===== config.mk =====
export PLATFORM = sky130hd
export DESIGN_NAME = pdscan_sched
export DESIGN_NICKNAME = d
export VERILOG_FILES = /design/src/rtl/pds_pkg.sv /design/src/rtl/pds_rst_sync.sv /design/src/rtl/pds_regs.sv /design/src/rtl/pds_collect.sv /design/src/rtl/pds_walker.sv /design/src/rtl/pdscan_sched.sv
export SDC_FILE = /design/constraint.sdc
export NUM_CORES = 1
export LEC_CHECK = 0
export BUFFER_PORTS_ARGS = -buffer_cell sky130_fd_sc_hd__buf_2
export CORE_MARGIN = 4
export CORE_UTILIZATION = 48
export DETAILED_ROUTE_END_ITERATION = 12
export HOLD_SLACK_MARGIN = 0.08
export PLACE_DENSITY = 0.68
export SETUP_SLACK_MARGIN = 0.4
export SLEW_MARGIN = 10
export SYNTH_ARGS = -nofsm -noshare
export SYNTH_HDL_FRONTEND = slang
export SYNTH_SLANG_ARGS = --single-unit

===== constraint.sdc =====
create_clock -name clk -period 5.65 [get_ports clk]
set_input_delay 0.2825 -clock clk [delete_from_list [all_inputs] [get_ports clk]]
set_output_delay 0.2825 -clock clk [all_outputs]
set_load 0.1 [all_outputs]

===== src/rtl/pds_pkg.sv =====
package pds_pkg;

  localparam int REG_W = 32;

  localparam logic [7:0] ADR_DONE_RD = 8'h17;
  localparam logic [7:0] ADR_SKIP_RD = 8'h18;
  localparam logic [7:0] ADR_LAST_RD = 8'h19;
  localparam logic [7:0] ADR_SKIP_WR = 8'h98;
  localparam logic [7:0] ADR_LAST_WR = 8'h99;

  typedef enum logic [1:0] {
    W_IDLE = 2'd0,
    W_EVAL = 2'd1,
    W_REQ  = 2'd2,
    W_WAIT = 2'd3
  } walk_st_e;

  typedef struct packed {
    logic rd_done;
    logic wr_skip;
    logic wr_last;
  } host_op_t;

endpackage


===== src/rtl/pds_rst_sync.sv =====
module pds_rst_sync (
  input  logic clk,
  input  logic rst_n,
  output logic rst_sync_n
);

  logic [1:0] sync_q;

  always_ff @(posedge clk or negedge rst_n) begin
    if (!rst_n) begin
      sync_q <= 2'b00;
    end else begin
      sync_q <= {sync_q[0], 1'b1};
    end
  end

  assign rst_sync_n = sync_q[1];

endmodule


===== src/rtl/pds_regs.sv =====
module pds_regs
  import pds_pkg::*;
#(
  parameter int NSLOT = 32
) (
  input  logic             clk,
  input  logic             rst_n,
  input  logic             hr_en,
  input  logic             hr_wr,
  input  logic [7:0]       hr_addr,
  input  logic [REG_W-1:0] hr_wdata,
  output logic [REG_W-1:0] hr_rdata,
  input  logic             tick,
  input  logic [NSLOT-1:0] shadow,
  output logic [NSLOT-1:0] skip_mask,
  output logic [NSLOT-1:0] last_mask,
  output logic [NSLOT-1:0] done_mask,
  output logic             rd_clr
);

  host_op_t         op;
  logic [NSLOT-1:0] skip_q, skip_d;
  logic [NSLOT-1:0] last_q, last_d;
  logic [NSLOT-1:0] done_q, done_d;
  logic             done_en;

  // access decode
  always_comb begin
    op.rd_done = hr_en && !hr_wr && (hr_addr == ADR_DONE_RD);
    op.wr_skip = hr_en &&  hr_wr && (hr_addr == ADR_SKIP_WR);
    op.wr_last = hr_en &&  hr_wr && (hr_addr == ADR_LAST_WR);
  end

  // next-state
  always_comb begin
    skip_d  = hr_wdata[NSLOT-1:0];
    last_d  = hr_wdata[NSLOT-1:0];
    done_en = op.rd_done || tick;
    // clear on read first, then OR in the bits arriving with the tick
    done_d  = (op.rd_done ? '0 : done_q) | (tick ? shadow : '0);
  end

  always_ff @(posedge clk or negedge rst_n) begin
    if (!rst_n) begin
      skip_q <= '0;
      last_q <= '0;
      done_q <= '0;
    end else begin
      if (op.wr_skip) skip_q <= skip_d;
      if (op.wr_last) last_q <= last_d;
      if (done_en)    done_q <= done_d;
    end
  end

  // read mux, zero-extended to the register width
  always_comb begin
    hr_rdata = '0;
    if (hr_en && !hr_wr) begin
      unique case (hr_addr)
        ADR_DONE_RD: hr_rdata = REG_W'(done_q);
        ADR_SKIP_RD: hr_rdata = REG_W'(skip_q);
        ADR_LAST_RD: hr_rdata = REG_W'(last_q);
        default:     hr_rdata = '0;
      endcase
    end
  end

  assign skip_mask = skip_q;
  assign last_mask = last_q;
  assign done_mask = done_q;
  assign rd_clr    = op.rd_done;

endmodule


===== src/rtl/pds_collect.sv =====
module pds_collect #(
  parameter int NSLOT = 32,
  localparam int SW   = $clog2(NSLOT)
) (
  input  logic             clk,
  input  logic             rst_n,
  input  logic             tick,
  input  logic             rec_valid,
  input  logic [SW-1:0]    rec_slot,
  input  logic             rec_ack,
  output logic [NSLOT-1:0] shadow
);

  // one enabled flop per slot: set by an acknowledged completion,
  // emptied by the frame tick that hands it to the visible mask
  for (genvar g = 0; g < NSLOT; g++) begin : g_bit
    logic hit;
    logic en;
    logic d;
    logic sh_q;

    always_comb begin
      hit = rec_valid && rec_ack && (rec_slot == SW'(g));
      en  = tick || hit;
      d   = !tick;
    end

    always_ff @(posedge clk or negedge rst_n) begin
      if (!rst_n) begin
        sh_q <= 1'b0;
      end else if (en) begin
        sh_q <= d;
      end
    end

    assign shadow[g] = sh_q;
  end

endmodule


===== src/rtl/pds_walker.sv =====
module pds_walker
  import pds_pkg::*;
#(
  parameter int NSLOT = 32,
  parameter int OVR_W = 8,
  localparam int SW   = $clog2(NSLOT)
) (
  input  logic             clk,
  input  logic             rst_n,
  input  logic             tick,
  input  logic [NSLOT-1:0] skip_mask,
  input  logic [NSLOT-1:0] last_mask,
  output logic             req_valid,
  input  logic             req_ready,
  output logic [SW-1:0]    req_slot,
  input  logic             rsp_done,
  input  logic             rsp_ack,
  output logic             rec_valid,
  output logic [SW-1:0]    rec_slot,
  output logic             rec_ack,
  output logic             handoff,
  output logic [OVR_W-1:0] ovr_cnt,
  output logic             busy
);

  localparam logic [SW-1:0]    TOP_SLOT = SW'(NSLOT - 1);
  localparam logic [OVR_W-1:0] OVR_MAX  = '1;

  walk_st_e         st_q, st_d;
  logic [SW-1:0]    slot_q, slot_d;
  logic             hand_q, hand_d;
  logic [OVR_W-1:0] ovr_q, ovr_d;
  logic             ovr_en, slot_en;
  logic             at_end, skipped;

  always_comb begin
    at_end  = last_mask[slot_q] || (slot_q == TOP_SLOT);
    skipped = skip_mask[slot_q];
  end

  // next-state
  always_comb begin
    st_d      = st_q;
    slot_d    = slot_q;
    hand_d    = 1'b0;
    ovr_d     = ovr_q;
    ovr_en    = 1'b0;
    rec_valid = 1'b0;

    if (tick) begin
      // a new frame always restarts the walk; count it if one was running
      st_d   = W_EVAL;
      slot_d = '0;
      if (st_q != W_IDLE && ovr_q != OVR_MAX) begin
        ovr_d  = ovr_q + 1'b1;
        ovr_en = 1'b1;
      end
    end else begin
      unique case (st_q)
        W_IDLE: ;
        W_EVAL: begin
          if (!skipped) begin
            st_d = W_REQ;
          end else if (at_end) begin
            st_d   = W_IDLE;
            hand_d = 1'b1;
          end else begin
            slot_d = slot_q + 1'b1;
          end
        end
        W_REQ: begin
          if (req_ready) st_d = W_WAIT;
        end
        W_WAIT: begin
          if (rsp_done) begin
            rec_valid = 1'b1;
            if (at_end) begin
              st_d   = W_IDLE;
              hand_d = 1'b1;
            end else begin
              st_d   = W_EVAL;
              slot_d = slot_q + 1'b1;
            end
          end
        end
        default: st_d = W_IDLE;
      endcase
    end
    slot_en = (slot_d != slot_q);
  end

  always_ff @(posedge clk or negedge rst_n) begin
    if (!rst_n) begin
      st_q   <= W_IDLE;
      slot_q <= '0;
      hand_q <= 1'b0;
      ovr_q  <= '0;
    end else begin
      st_q   <= st_d;
      hand_q <= hand_d;
      if (slot_en) slot_q <= slot_d;
      if (ovr_en)  ovr_q  <= ovr_d;
    end
  end

  assign req_valid = (st_q == W_REQ);
  assign req_slot  = slot_q;
  assign rec_slot  = slot_q;
  assign rec_ack   = rsp_ack;
  assign handoff   = hand_q;
  assign ovr_cnt   = ovr_q;
  assign busy      = (st_q != W_IDLE);

endmodule


===== src/rtl/pdscan_sched.sv =====
module pdscan_sched
  import pds_pkg::*;
#(
  parameter int NSLOT = 32,
  parameter int OVR_W = 8
) (
  input  logic                     clk,
  input  logic                     rst_n,
  input  logic                     frame_tick,
  input  logic                     hr_en,
  input  logic                     hr_wr,
  input  logic [7:0]               hr_addr,
  input  logic [31:0]              hr_wdata,
  output logic [31:0]              hr_rdata,
  output logic                     req_valid,
  input  logic                     req_ready,
  output logic [$clog2(NSLOT)-1:0] req_slot,
  input  logic                     rsp_done,
  input  logic                     rsp_ack,
  output logic                     async_start,
  output logic [OVR_W-1:0]         ovr_cnt
);

  localparam int SW = $clog2(NSLOT);

  logic             rst_sync_n;
  logic [NSLOT-1:0] skip_mask;
  logic [NSLOT-1:0] last_mask;
  logic [NSLOT-1:0] done_mask;
  logic [NSLOT-1:0] shadow;
  logic             rd_clr;
  logic             rec_valid;
  logic [SW-1:0]    rec_slot;
  logic             rec_ack;
  logic             walk_busy;

  pds_rst_sync u_sync (
    .clk        (clk),
    .rst_n      (rst_n),
    .rst_sync_n (rst_sync_n)
  );

  pds_regs #(.NSLOT(NSLOT)) u_regs (
    .clk       (clk),
    .rst_n     (rst_sync_n),
    .hr_en     (hr_en),
    .hr_wr     (hr_wr),
    .hr_addr   (hr_addr),
    .hr_wdata  (hr_wdata),
    .hr_rdata  (hr_rdata),
    .tick      (frame_tick),
    .shadow    (shadow),
    .skip_mask (skip_mask),
    .last_mask (last_mask),
    .done_mask (done_mask),
    .rd_clr    (rd_clr)
  );

  pds_walker #(.NSLOT(NSLOT), .OVR_W(OVR_W)) u_walk (
    .clk       (clk),
    .rst_n     (rst_sync_n),
    .tick      (frame_tick),
    .skip_mask (skip_mask),
    .last_mask (last_mask),
    .req_valid (req_valid),
    .req_ready (req_ready),
    .req_slot  (req_slot),
    .rsp_done  (rsp_done),
    .rsp_ack   (rsp_ack),
    .rec_valid (rec_valid),
    .rec_slot  (rec_slot),
    .rec_ack   (rec_ack),
    .handoff   (async_start),
    .ovr_cnt   (ovr_cnt),
    .busy      (walk_busy)
  );

  pds_collect #(.NSLOT(NSLOT)) u_coll (
    .clk       (clk),
    .rst_n     (rst_sync_n),
    .tick      (frame_tick),
    .rec_valid (rec_valid),
    .rec_slot  (rec_slot),
    .rec_ack   (rec_ack),
    .shadow    (shadow)
  );

endmodule


Word-level counts from Yosys, hierarchy flattened
Index checks and enable logic that the tools add are counted.
{ "word_totals": {"out_inout_bits": 47, "ff_bits": 146, "elab_cells": 198, "in_bits": 48} }
{ "classes": {"mux": 30, "addsub": 2, "n_bitwise": 1, "eq_ne": 44, "n_lt_le_gt_ge": 1, "reduce_logical": 80} }
{ "ops": {"columns": ["operator", "count"], "rows": [
  ["2-to-1 mux 32 bit", 3],
  ["one-hot mux 32 bit (3 select lines)", 1],
  ["== test 5 bit, second input constant", 16],
  ["== test 5 x 4 -> 1 bit, second input constant", 8],
  ["logical AND 1 bit", 39],
  ["logical OR 1 bit", 34],
  ["OR 32 bit", 1],
  ["== test 8 x 5 -> 1 bit, second input constant", 3],
  ["== test 5 x 3 -> 1 bit, second input constant", 4],
  ["2-to-1 mux 5 bit", 4],
  ["== test 8 bit, second input constant", 2],
  ["2-to-1 mux 1 bit", 12],
  ["binary-select mux 1 bit (select 5 bit)", 2],
  ["== test 5 x 2 -> 1 bit, second input constant", 2],
  ["2-to-1 mux 2 bit", 5],
  ["one-hot mux 5 bit (2 select lines)", 1],
  ["adder 8 x 1 -> 8 bit, second input constant", 1],
  ["inequality test 8 bit, second input constant", 1],
  ["< comparator 5 x 6 -> 1 bit, second input constant", 1],
  ["one-hot mux 2 bit (3 select lines)", 1],
  ["adder 5 x 1 -> 5 bit, second input constant", 1],
  ["== test 5 x 1 -> 1 bit, second input constant", 1],
  ["zero test 5 bit", 1],
  ["inequality test 5 bit", 1],
  ["other kinds (11)", 13]
]} }

Logic depth before layout (Yosys ltp)
Gate-level depths: netlist (run 1).
{ "depth": {"depth_word": 8, "ltp_mapped": 9, "depth_no_buf": 7} }

Modules after synthesis
Synthesis (run 1) repeated with hierarchy kept, for this count alone.
{ "unflattened": {"cells_unflattened": 632, "area_unflattened_um2": 7683.6} }
{ "by_module_without_submodules": {"columns": ["mod", "n_inst", "cells_per_inst", "area_per_inst_um2", "seq_area_each_um2"], "rows": [
  ["pds_regs", 1, 328, 4466.8, 2402.3],
  ["pds_collect", 1, 148, 1621.6, 800.8],
  ["pds_walker", 1, 153, 1541.5, 400.4],
  ["pds_rst_sync", 1, 3, 53.8, 50.0]
]} }

Worst setup path after synthesis (run 1)
OpenSTA, ideal clock, no wires.
{ "synth_path": {"kind": "register to register", "startpoint": "register u_walk.slot_q[0] (netlist: u_walk.rec_slot[0])", "endpoint": "register u_walk.st_q[1]", "period_less_slack_ps": 3029, "path_buffers": 1, "setup_ps": 125, "path_slack_ps": 2621, "path_stages_with_launch": 8, "arrival_time_ps": 2904, "required_time_ps": 5525, "cell_sequence": "dfrtp_1 -> buf_6 -> mux4_1 -> mux2_2 -> o22ai_4 -> nor3_2 -> a221o_1 -> mux2_4"} }
{ "synth_via": {"elab_chain_cells": 5, "elab_cells_between_ends": 11, "cone_classes": "2 x eq/ne; 7 x mux; 2 x reduce/logical"} }
{ "synth_rtl": {"columns": ["element", "line", "text"], "rows": [
  ["from (decl)", "pds_walker.sv:30", "logic [SW-1:0] slot_q, slot_d;"],
  ["from (signal assigned)", "pds_walker.sv:101", "if (slot_en) slot_q <= slot_d;"],
  ["binary-select mux 1 bit (select 5 bit), on equally long branches", "pds_walker.sv:38, pds_walker.sv:37", null],
  ["2-to-1 mux 1 bit, on equally long branches", "pds_walker.sv:38, pds_walker.sv:37", null],
  ["2-to-1 mux 2 bit or logical OR 1 bit (tied branches)", "pds_walker.sv:62, pds_walker.sv:37", null],
  ["one-hot mux 2 bit (3 select lines) or inequality test 4 x 3 -> 1 bit (tied branches)", null, null],
  ["2-to-1 mux 2 bit or AND reduction 4 bit (tied branches)", null, null],
  ["to (signal assigned)", "pds_walker.sv:99", "st_q <= st_d;"],
  ["to (decl)", "pds_walker.sv:29", "walk_st_e st_q, st_d;"]
]} }
Several ways; a longest one is shown, not always the timed one. The select of a mux whose other input is x is not followed.
A chain may end at the register's enable or synchronous reset.

Worst setup path after layout (run 1)
Same ends and word-level chain as after synthesis.

==> results of run 1 <==
## state kept, by name, summed over array words and instances (netlist names)
signal	count
u_walk.ovr_cnt	8
u_walk.st_q	2
u_walk.rec_slot	5
u_coll.g_bit.sh_q	32
u_regs.last_mask	32
u_sync.sync_q	2
u_regs.done_mask	32
u_walk.handoff	1
u_regs.skip_mask	32
## layer usage
metal  global-route usage  vias up  part of all wire
met5                    0        -                 0
met3               0.0652       27             0.076
met4               0.0716        0             0.016
met1                0.310     2692              0.44
met2                0.337      229              0.46
li1                     -     2354                 -
## power groups by stage
stage	Combinational [uW]	Sequential (uW)	Clock, uW
after detailed placement	562	1240	0
after global placement	544	1230	0
after floorplan	269	1390	0
final	569	1210	1250
after CTS	564	1220	1260
after global routing	612	1220	1310
## worst register-to-register path, cell delays in order (launching register included)
cell and delay (ns):
dfrtp_1 0.77, buf_4 0.35, mux4_1 0.59, mux2i_1 0.23
o22ai_1 0.18, a211oi_2 0.64, a221o_1 0.32, mux2_4 0.31
## final cells by class
| class | instances | share of cell area |
|---|---|---|
| Sequential cell | 146 | 0.440 |
| Inverter | 40 | 0.0181 |
| Tap cell | 180 | 0.0271 |
| Clock inverter | 10 | 0.0214 |
| Clock buffer | 22 | 0.0583 |
| Timing Repair Buffer | 104 | 0.0684 |
| Multi-Input combinational cell | 363 | 0.367 |
## stage by stage
stage                     power [uW]  hold slack [ns]  setup slack, ns  instance area, um2   util
after floorplan                 1660          -0.0131             1.28                6980      -
after global placement          1770           0.0678             2.32                7610  0.542
after detailed placement        1800           0.0696             2.15                7610  0.542
after CTS                       3050           0.0919             2.16                8280  0.590
after global routing            3150           0.0950             1.96                8310  0.592
final                           3030            0.105             2.15                8310  0.592
## layout by cell type (no fill, tap or decap), drive strengths merged, types with 4 or more instances in the layout
cell type / netlist / routed
a211oi: 4 / 4
a21oi: 4 / 4
a222oi: 32 / 32
a22o: 32 / 32
a31oi: 4 / 4
buf: 10 / 103
bufinv: 0 / 5
clkbuf: 28 / 22
clkinv: 0 / 4
dfrtp: 146 / 146
ha: 11 / 11
inv: 40 / 40
mux2: 70 / 70
mux2i: 7 / 7
mux4: 16 / 16
nand2: 37 / 37
nand2b: 4 / 4
nand4: 6 / 6
nor2: 51 / 51
nor3: 7 / 7
o21ai: 19 / 19
o22ai: 18 / 18
xnor2: 4 / 4
## final timing paths
check	end	slack, ns	cells after the start
worst max-delay path	u_walk.st_q[1]$_DFFE_PN0P_	2.15	7
worst max register to register	u_walk.st_q[1]$_DFFE_PN0P_	2.15	7
max in group asynchronous	u_regs.skip_mask[31]$_DFFE_PN0P_	3.92	2
min in group asynchronous	u_sync.sync_q[1]$_DFF_PN0_	0.17	2
worst min register to register	u_regs.done_mask[5]$_DFFE_PN0P_	0.30	0
worst min-delay path	u_regs.skip_mask[27]$_DFFE_PN0P_	0.11	2
## cell families after synthesis
logic type,count (synthesis),share of synthesized area
xor gates and xnor gates,7,0.00878
other,1,0.000537
DFF,146,0.523
muxes,93,0.178
buffers and inverters,78,0.0441
AOI/OAI and AO/OA,125,0.144
adders and majority gates,11,0.0197
and+or+nand+nor,126,0.0817
==> impl_metrics.tcl, run 1 <==
set metrics [dict create \
    status "finished clean" \
    postRouteAntennaNets 0 \
    die_h_um 129 \
    track_usage 0.222 \
    p_comb_frac 0.188 \
    synth_most_common_cell "dfrtp_1" \
    wl_per_cell_um 20.3 \
    grt_max_degree 88 \
    postSynth.asyncResetShare 1.00 \
    path_buf_inv 1 \
    setup_violations 0 \
    clkSlewWorstSetupHoldPaths_ns 0.06 \
    die_w_um 129 \
    drt_first_pass_iters 8 \
    num-nets-final 731 \
    critPathLaunch "u_walk.rec_slot[0]$_DFFE_PN0P_" \
    worstSetupPathType "reg -> reg" \
    drtIter0Drc 610 \
    syn_nets 646 \
    grt_pass1_wl_mm 28.7 \
    remaining_drc_errors 0 \
    ir_drop_v 0.000495 \
    dominantRegCellSynth "dfrtp_1" \
    max_slew_margin 0.167 \
    grt_pass1_vias 5340 \
    start_util 0.497 \
    diodes 0 \
    min_period_ns 3.50 \
    clkSinkCount 146 \
    antenna_found_initial 0 \
    hp-class "in -> reg" \
    finalClockSkew_ns 0.00580 \
    core-area_mm2 0.0140 \
    worstPathArrival_ns 3.81 \
    seqCellArea_mm2 0.00366 \
    synth.top_cell.area_share 0.523 \
    finalMaxSlewViolations 0 \
    place_inst 831 \
    net-switching-power_uw 906 \
    cp_top_family "compound AO/OA/AOI/OAI gates" \
    swShare 0.299 \
    yosysSeqAreaShare 0.523 \
    overflow 0 \
    cts_buffer_depth 2 \
    fp-row-count 43 \
    synth_area_leader_cell "dfrtp_1" \
    cts_resized 0 \
    n_fill_cell 1139 \
    area_growth_syn_to_layout_pct 19.0 \
    synth.avg_cell_area_um2 11.9 \
    hpwl_mm 11.9 \
    rsz0062_at_grt "false" \
    holdCritStartpoint "hr_wdata[27]" \
    cts.htree.levels 4 \
    fin_cells 865 \
    drive_gt1_frac 0.328 \
    ys_top_cells_by_count "146 x dfrtp_1, 69 x mux2_2, 51 x nor2_1, 39 x inv_1, 37 x nand2_1" \
    crit_path_end_kind "flop" \
    vias 5302 \
    leakagePower_uw 0.00391 \
    synth_edf_count 0 \
    synth_area_leaders "dfrtp_1 52%, mux2_2 11%, a222oi_1 4.6%, a22o_1 4.0%, mux4_2 3.2%" \
    gp_congestion 0.812 \
    multi_input_area_mm2 0.00305 \
    post-route-period-util 0.620 \
    yosys_warnings 0 \
    cts_root_buffer "clkbuf_16" \
    netlist-cell-type-count 56 \
    synth_area_mm2 0.00698 \
    numPortBuffers 94 \
    synthCells 587 \
    max_slew.worst_pin.slew_ns 1.25 \
    postCtsSetupBuffers 0 \
    ctsHoldBuffers 1 \
    cts_buffers 17 \
    r2r_start "u_walk.rec_slot[0]$_DFFE_PN0P_" \
    powerDensity_mw_per_mm2 365 \
    clock_power_share 0.412 \
    critPathMaxFanout 12 \
    io_pins 95 \
    hold_viol 0 \
    timing.fmax_mhz 285 \
    synth_seq_cells 146 \
    clk_latency_ns 0.42 \
    p_int_uw 2130 \
    start_kind "flop" \
    worstPathRequired_ns 5.95 \
    fin_setup_tns_ns 0 \
    viasPerCell 6.13 \
    dieArea_mm2 0.0165 \
    slowest_stage "dfrtp_1" \
    pwr-share-seq 0.400 \
    maxCapViolations 0 \
    slowest_delay_ns 0.77 \
    tritoncts "yes" \
    drt_wl_total_mm 17.6 \
    crit_chain "buf_4, mux4_1, mux2i_1, o22ai_1, a211oi_2, a221o_1, mux2_4" \
]
No activity file was read; power rests on OpenSTA's default activity.
==> run 2: changes to the inputs <==
ABC_AREA = 1   (was default)
PLACE_DENSITY = 0.71   (was 0.68)
clock period = 2.95 ns   (was 5.65 ns; I/O delays follow)
==> impl_metrics.tcl, run 2 <==
set metrics [dict create \
    finalClockSkew_ns 0.00876 \
    viasPerCell 5.30 \
    layout_commonest_cell "nand2_1" \
    postPlaceCellArea_mm2 0.00878 \
    wl_per_cell_um 15.6 \
    path_buf_inv 4 \
    start_util 0.495 \
    die_w_um 134 \
    synth_area_mm2 0.00761 \
    overflow 0 \
    use_met1 0.342 \
    hpwl_mm 14.7 \
    max_slew.worst_pin.slew_ns 0.673 \
    cts_root_buffer "clkbuf_16" \
    cp_top_family "simple AND/OR/NAND/NOR gates" \
    final_cell_mix "240 x nand2_1, 218 x inv_1, 145 x dfrtp_1" \
    fp-row-count 45 \
    busiest_layer "met2" \
    crit_path_end_kind "output pin" \
    diodes 0 \
    synth.avg_cell_area_um2 7.59 \
    powerDensity_mw_per_mm2 689 \
    slowest_stage "nand2_1" \
    critPathMaxFanout 17 \
    yosysSeqAreaShare 0.480 \
    r2r_start "u_walk.rec_slot[0]$_DFFE_PN0P_" \
    synth.top_cell.area_share 0.480 \
    drt_wl_total_mm 21.0 \
    num-nets-final 1181 \
    cts_buffer_depth 2 \
    grt_pass1_wl_mm 34.3 \
    antenna_found_initial 0 \
    max_slew_margin 0.550 \
    post-route-period-util 0.778 \
    hp-class "in -> reg" \
    n_fill_cell 1312 \
    pre_cts_slack_ns 0.636 \
    ir_drop_v 0.000419 \
    synth_most_common_cell "nand2_1" \
    rsz0062_at_grt "false" \
    clk_latency_ns 0.43 \
    fin_setup_tns_ns 0 \
    tritoncts "yes" \
    clkSinkCount 146 \
    synth_seq_cells 146 \
    start_kind "primary input" \
    synth_edf_count 0 \
    drive_gt1_frac 0.139 \
    grt_max_degree 77 \
    min_period_ns 2.30 \
    maxCapViolations 0 \
    postCtsSetupBuffers 0 \
    postRouteAntennaNets 0 \
    track_usage 0.238 \
    numPortBuffers 94 \
    worstSetupPathType "in -> out" \
    syn_nets 1062 \
    holdCritStartpoint "req_ready" \
    hold_viol 0 \
    worstPathArrival_ns 2.15 \
    synth_area_leader_cell "dfrtp_1" \
    vias 7131 \
    drtIter0Drc 816 \
    layout_setup_ws_ns 0.654 \
    met2_usage 0.367 \
    critPathLaunch "hr_addr[5]" \
    drt_first_pass_iters 5 \
    cts_buffers 17 \
    gp_congestion 0.922 \
    timing.fmax_mhz 435 \
    finalMaxSlewViolations 0 \
    grt_pass1_vias 6703 \
    leakagePower_uw 0.00498 \
    slowest_delay_ns 0.50 \
    die_h_um 134 \
    worstPathRequired_ns 2.80 \
    grtUsageMet3 0.0424 \
    synthCells 1003 \
    dieArea_mm2 0.0179 \
    clkSlewWorstSetupHoldPaths_ns 0.06 \
    netlist-cell-type-count 32 \
    io_pins 95 \
    area_growth_syn_to_layout_pct 28.1 \
    crit_chain "buf_2, nor4_2, nand2_1, buf_4, o22ai_1, o21ai_0, inv_1, buf_12" \
    ys_top_cells_by_count "240 x nand2_1, 218 x inv_1, 146 x dfrtp_1, 131 x o21ai_0, 56 x o22ai_1" \
    status "finished clean" \
    dominantRegCellSynth "dfrtp_1" \
    cts.htree.levels 4 \
    core-area_mm2 0.0154 \
    finalInstanceArea_mm2 0.00975 \
    setup_violations 0 \
    postSynth.asyncResetShare 1.00 \
    synth_area_leaders "dfrtp_1 48%, nand2_1 12%, inv_1 11%, o21ai_0 8.6%, o22ai_1 4.6%" \
    yosys_warnings 0 \
    remaining_drc_errors 0 \
]
run 2: cell count changes after synthesis, sizes merged, moves of 16 or more:
cell	previous run	this run
inv	40	220
a222oi	32	0
mux4	16	0
o21ai	19	139
nand3	2	34
nand2	37	240
o221ai	0	16
a22o	32	0
o22ai	18	56
mux2	70	0
run 2: kinds of logic (layout without fill, tap and decap cells):
kind of cell | after synthesis | after routing | share of synthesized area
other | 1 | 1 | 0.000493
AO/OA/AOI/OAI | 234 | 234 | 0.176
flip-flops | 146 | 146 | 0.480
buffers and inverters | 267 | 398 | 0.137
adder cells (fa/ha/maj) | 11 | 11 | 0.0181
AND/OR/NAND/NOR | 335 | 335 | 0.178
XOR/XNOR | 9 | 9 | 0.0104
run 2: worst paths after layout:
check | end | cells after the start | slack (ns)
min reg2reg | u_regs.skip_mask[26]$_DFFE_PN0P_ | 0 | 0.28
min in group asynchronous | u_regs.skip_mask[26]$_DFFE_PN0P_ | 0 | 0.28
max reg2reg | u_walk.rec_slot[0]$_DFFE_PN0P_ | 14 | 0.71
max in group asynchronous | u_regs.skip_mask[7]$_DFFE_PN0P_ | 1 | 1.83
max | hr_rdata[14] | 8 | 0.65
min | u_walk.st_q[1]$_DFFE_PN0P_ | 6 | 0.22
run 2: area by class of cell:
cell class	count	area, um2	share of cell area
sequential	146	3660	0.375
clock buffer	18	429	0.0440
timing repair buffer	146	1440	0.148
multi-input combinational	590	2940	0.301
tap	211	264	0.0271
clock inverter	13	185	0.0190
inverter	221	832	0.0854
run 2: timing repair:
action | in CTS | in global routing
setup endpoints to repair | 0 | 4
hold endpoints to repair | 68 | 0
hold buffers | 35 | 0
resized for setup | 0 | 2
run 2: power by group:
| part | switching (uW) | internal (uW) |
|---|---|---|
| clock network | 848 | 1410 |
| registers | 148 | 2140 |
| logic | 1610 | 562 |
| total | 2600 | 4110 |
run 2: metal layers:
metal  part of all wire  up-vias
li1                   -     3401
met3              0.081       40
met1               0.44     3369
met5                  0        -
met4              0.021        0
met2               0.46      321
run 2: worst reg2reg max path: stages, from the launching register on:
cell and delay [ns]:
dfrtp_1 0.38, buf_4 0.19, inv_4 0.24, nand2_1 0.09
nand3_1 0.08, o21ai_0 0.10, nand2_1 0.08, nand2_1 0.08
o21ai_2 0.27, nand3_2 0.22, nand2_1 0.13, nand2_1 0.05
nand2_1 0.05, nand2_1 0.05, a21oi_1 0.16
run 2: through the flow:
step	cells	hold WS, ns	util	total power [uW]
2_1_floorplan	1003	-0.148	-	3990
3_3_place_gp	1279	-0.0664	0.571	4400
3_5_place_dp	1279	-0.0652	0.571	4420
4_1_cts	1345	0.194	0.634	6720
5_1_grt	1345	0.242	0.634	7040
6_report	1345	0.221	0.634	6710
==> run 3: changes to the inputs <==
ABC_AREA = 0   (was 1)
clock period = 2.1 ns   (was 2.95 ns; I/O delays follow)
==> impl_metrics.tcl, run 3 (same netlist as run 1, synthesis figures left out) <==
set metrics [dict create \
    final_cell_mix "132 x dfrtp_1, 65 x mux2_2, 54 x buf_2" \
    wl_per_cell_um 23.5 \
    violations "setup timing" \
    tritoncts "yes" \
    die_h_um 129 \
    drive_gt1_frac 0.513 \
    vias 6182 \
    slowest_stage "mux4_2" \
    path_buf_inv 3 \
    die_w_um 129 \
    grt_max_degree 72 \
    viasPerCell 6.21 \
    gp_congestion 0.867 \
    crit_path_end_kind "flop" \
    fp-row-count 43 \
    worstSetupPathType "reg -> reg" \
    hold_viol 0 \
    cp_top_family "multiplexers" \
    layout_setup_ws_ns -0.558 \
    worstPathArrival_ns 2.96 \
    antenna_found_initial 0 \
    layout_commonest_cell "dfrtp_1" \
    drt_first_pass_iters 7 \
    drtIter0Drc 743 \
    rr_worst_depth 9 \
    powerDensity_mw_per_mm2 793 \
    rsz0062_at_grt "true" \
    overflow 0 \
    min_period_ns 2.66 \
    hp-class "in -> reg" \
    hold_depth 4 \
    start_kind "flop" \
    drt_wl_total_mm 23.3 \
    remaining_drc_errors 0 \
    crit_cells 9 \
    numPortBuffers 94 \
    dieArea_mm2 0.0165 \
    critPathMaxFanout 4 \
    worstPathRequired_ns 2.40 \
    core-area_mm2 0.0140 \
    clkSlewWorstSetupHoldPaths_ns 0.06 \
    maxCapViolations 0 \
    cts.htree.levels 4 \
    finalMaxSlewViolations 0 \
    slowest_delay_ns 0.53 \
    setup_violations 8 \
    timing.fmax_mhz 376 \
    cts_root_buffer "clkbuf_16" \
    grt_pass1_vias 6333 \
    status "finished with violations" \
    total_power_uw 8620 \
    ir_drop_v 0.00124 \
    clkSinkCount 146 \
    io_pins 95 \
    diodes 0 \
    cts_buffers 17 \
    area_growth_syn_to_layout_pct 55.7 \
    leakagePower_uw 0.00472 \
    cp_common_cell "buf_6" \
    finalClockSkew_ns 0.00835 \
    postRouteAntennaNets 0 \
    start_util 0.497 \
    hpwl_mm 13.5 \
    clk_latency_ns 0.42 \
    num-nets-final 863 \
    fin_setup_tns_ns -3.69 \
    crit_chain "buf_6, buf_4, mux4_2, mux2i_4, o22ai_4, a211oi_4, buf_6, a221o_1, mux2_4" \
    track_usage 0.259 \
    max_slew_margin 0.511 \
    grt_pass1_wl_mm 33.3 \
    max_slew.worst_pin.slew_ns 0.734 \
    post-route-period-util 1.27 \
    cts_buffer_depth 2 \
]
==> run 3: cell types whose count changed in the layout (fill, tap and decap cells not counted), sizes merged, moves of 38 or more <==
cell	before	now
nand2	240	37
inv	221	39
o21ai	139	19
buf	111	199
mux2	0	70
o22ai	56	18
==> run 3: final timing paths <==
path                                                startpoint                                to  slack, ns
worst max-delay path            u_walk.rec_slot[0]$_DFFE_PN0P_        u_walk.st_q[1]$_DFFE_PN0P_      -0.56
worst min-delay path                                 req_ready        u_walk.st_q[0]$_DFFE_PN0P_       0.15
worst max register to register  u_walk.rec_slot[0]$_DFFE_PN0P_        u_walk.st_q[1]$_DFFE_PN0P_      -0.56
worst min register to register      u_sync.sync_q[1]$_DFF_PN0_  u_coll.g_bit[6].sh_q$_DFFE_PN0P_       0.33
max in group asynchronous           u_sync.sync_q[1]$_DFF_PN0_   u_regs.last_mask[4]$_DFFE_PN0P_       1.06
min in group asynchronous           u_sync.sync_q[1]$_DFF_PN0_  u_coll.g_bit[6].sh_q$_DFFE_PN0P_       0.33
==> run 3: layout make-up <==
class | instances | area, um2
Tap cell | 180 | 225
Fill cell | 792 | 3170
Multi-Input combinational cell | 363 | 3760
Clock inverter | 10 | 136
Timing Repair Buffer | 236 | 2470
Sequential cell | 146 | 3690
Inverter | 40 | 158
Clock buffer | 20 | 437
==> run 3: worst reg2reg max path, delay by kind of cell (launching register included) <==
kind | cells | cell delay (ns)
flip-flops | 1 | 0.48
multiplexers | 3 | 1.07
buffers and inverters | 3 | 0.43
AO/OA/AOI/OAI | 3 | 0.56
==> run 3: routing by layer <==
metal  GRT usage  vias to the layer above  part of all wire
li1            -                     2632                 -
met1       0.343                     3085              0.37
met2       0.417                      389              0.50
met3      0.0623                       76             0.089
met4      0.0976                        0             0.035
met5           0                        -                 0
==> run 3: report_power, final <==
| part | switching (uW) | total, uW | internal [uW] |
|---|---|---|---|
| sequential | 253 | 3300 | 3040 |
| combinational | 1350 | 2320 | 969 |
| clock | 1150 | 3000 | 1850 |
==> run 3: repair_timing <==
action / in CTS / in global routing
cloned: 0 / 2
buffers inserted: 19 / 22
pin swaps: 44 / 38
hold buffers: 35 / 0
gates resized for setup: 87 / 62
endpoints found under the hold margin: 68 / 0
setup endpoints to repair: 54 / 79
==> run 3: stage by stage <==
| stage | std cells | area (um2) | util | setup WS (ns) | hold WS, ns |
|---|---|---|---|---|---|
| after floorplan | 587 | 7350 | - | -0.498 | -0.191 |
| after global routing | 995 | 10900 | 0.774 | -0.598 | 0.175 |
| after global placement | 887 | 8930 | 0.636 | -0.467 | -0.111 |
| final | 995 | 10900 | 0.774 | -0.558 | 0.146 |
| after detailed placement | 887 | 8930 | 0.636 | -0.628 | -0.109 |
| after CTS | 971 | 10400 | 0.738 | -0.473 | 0.119 |
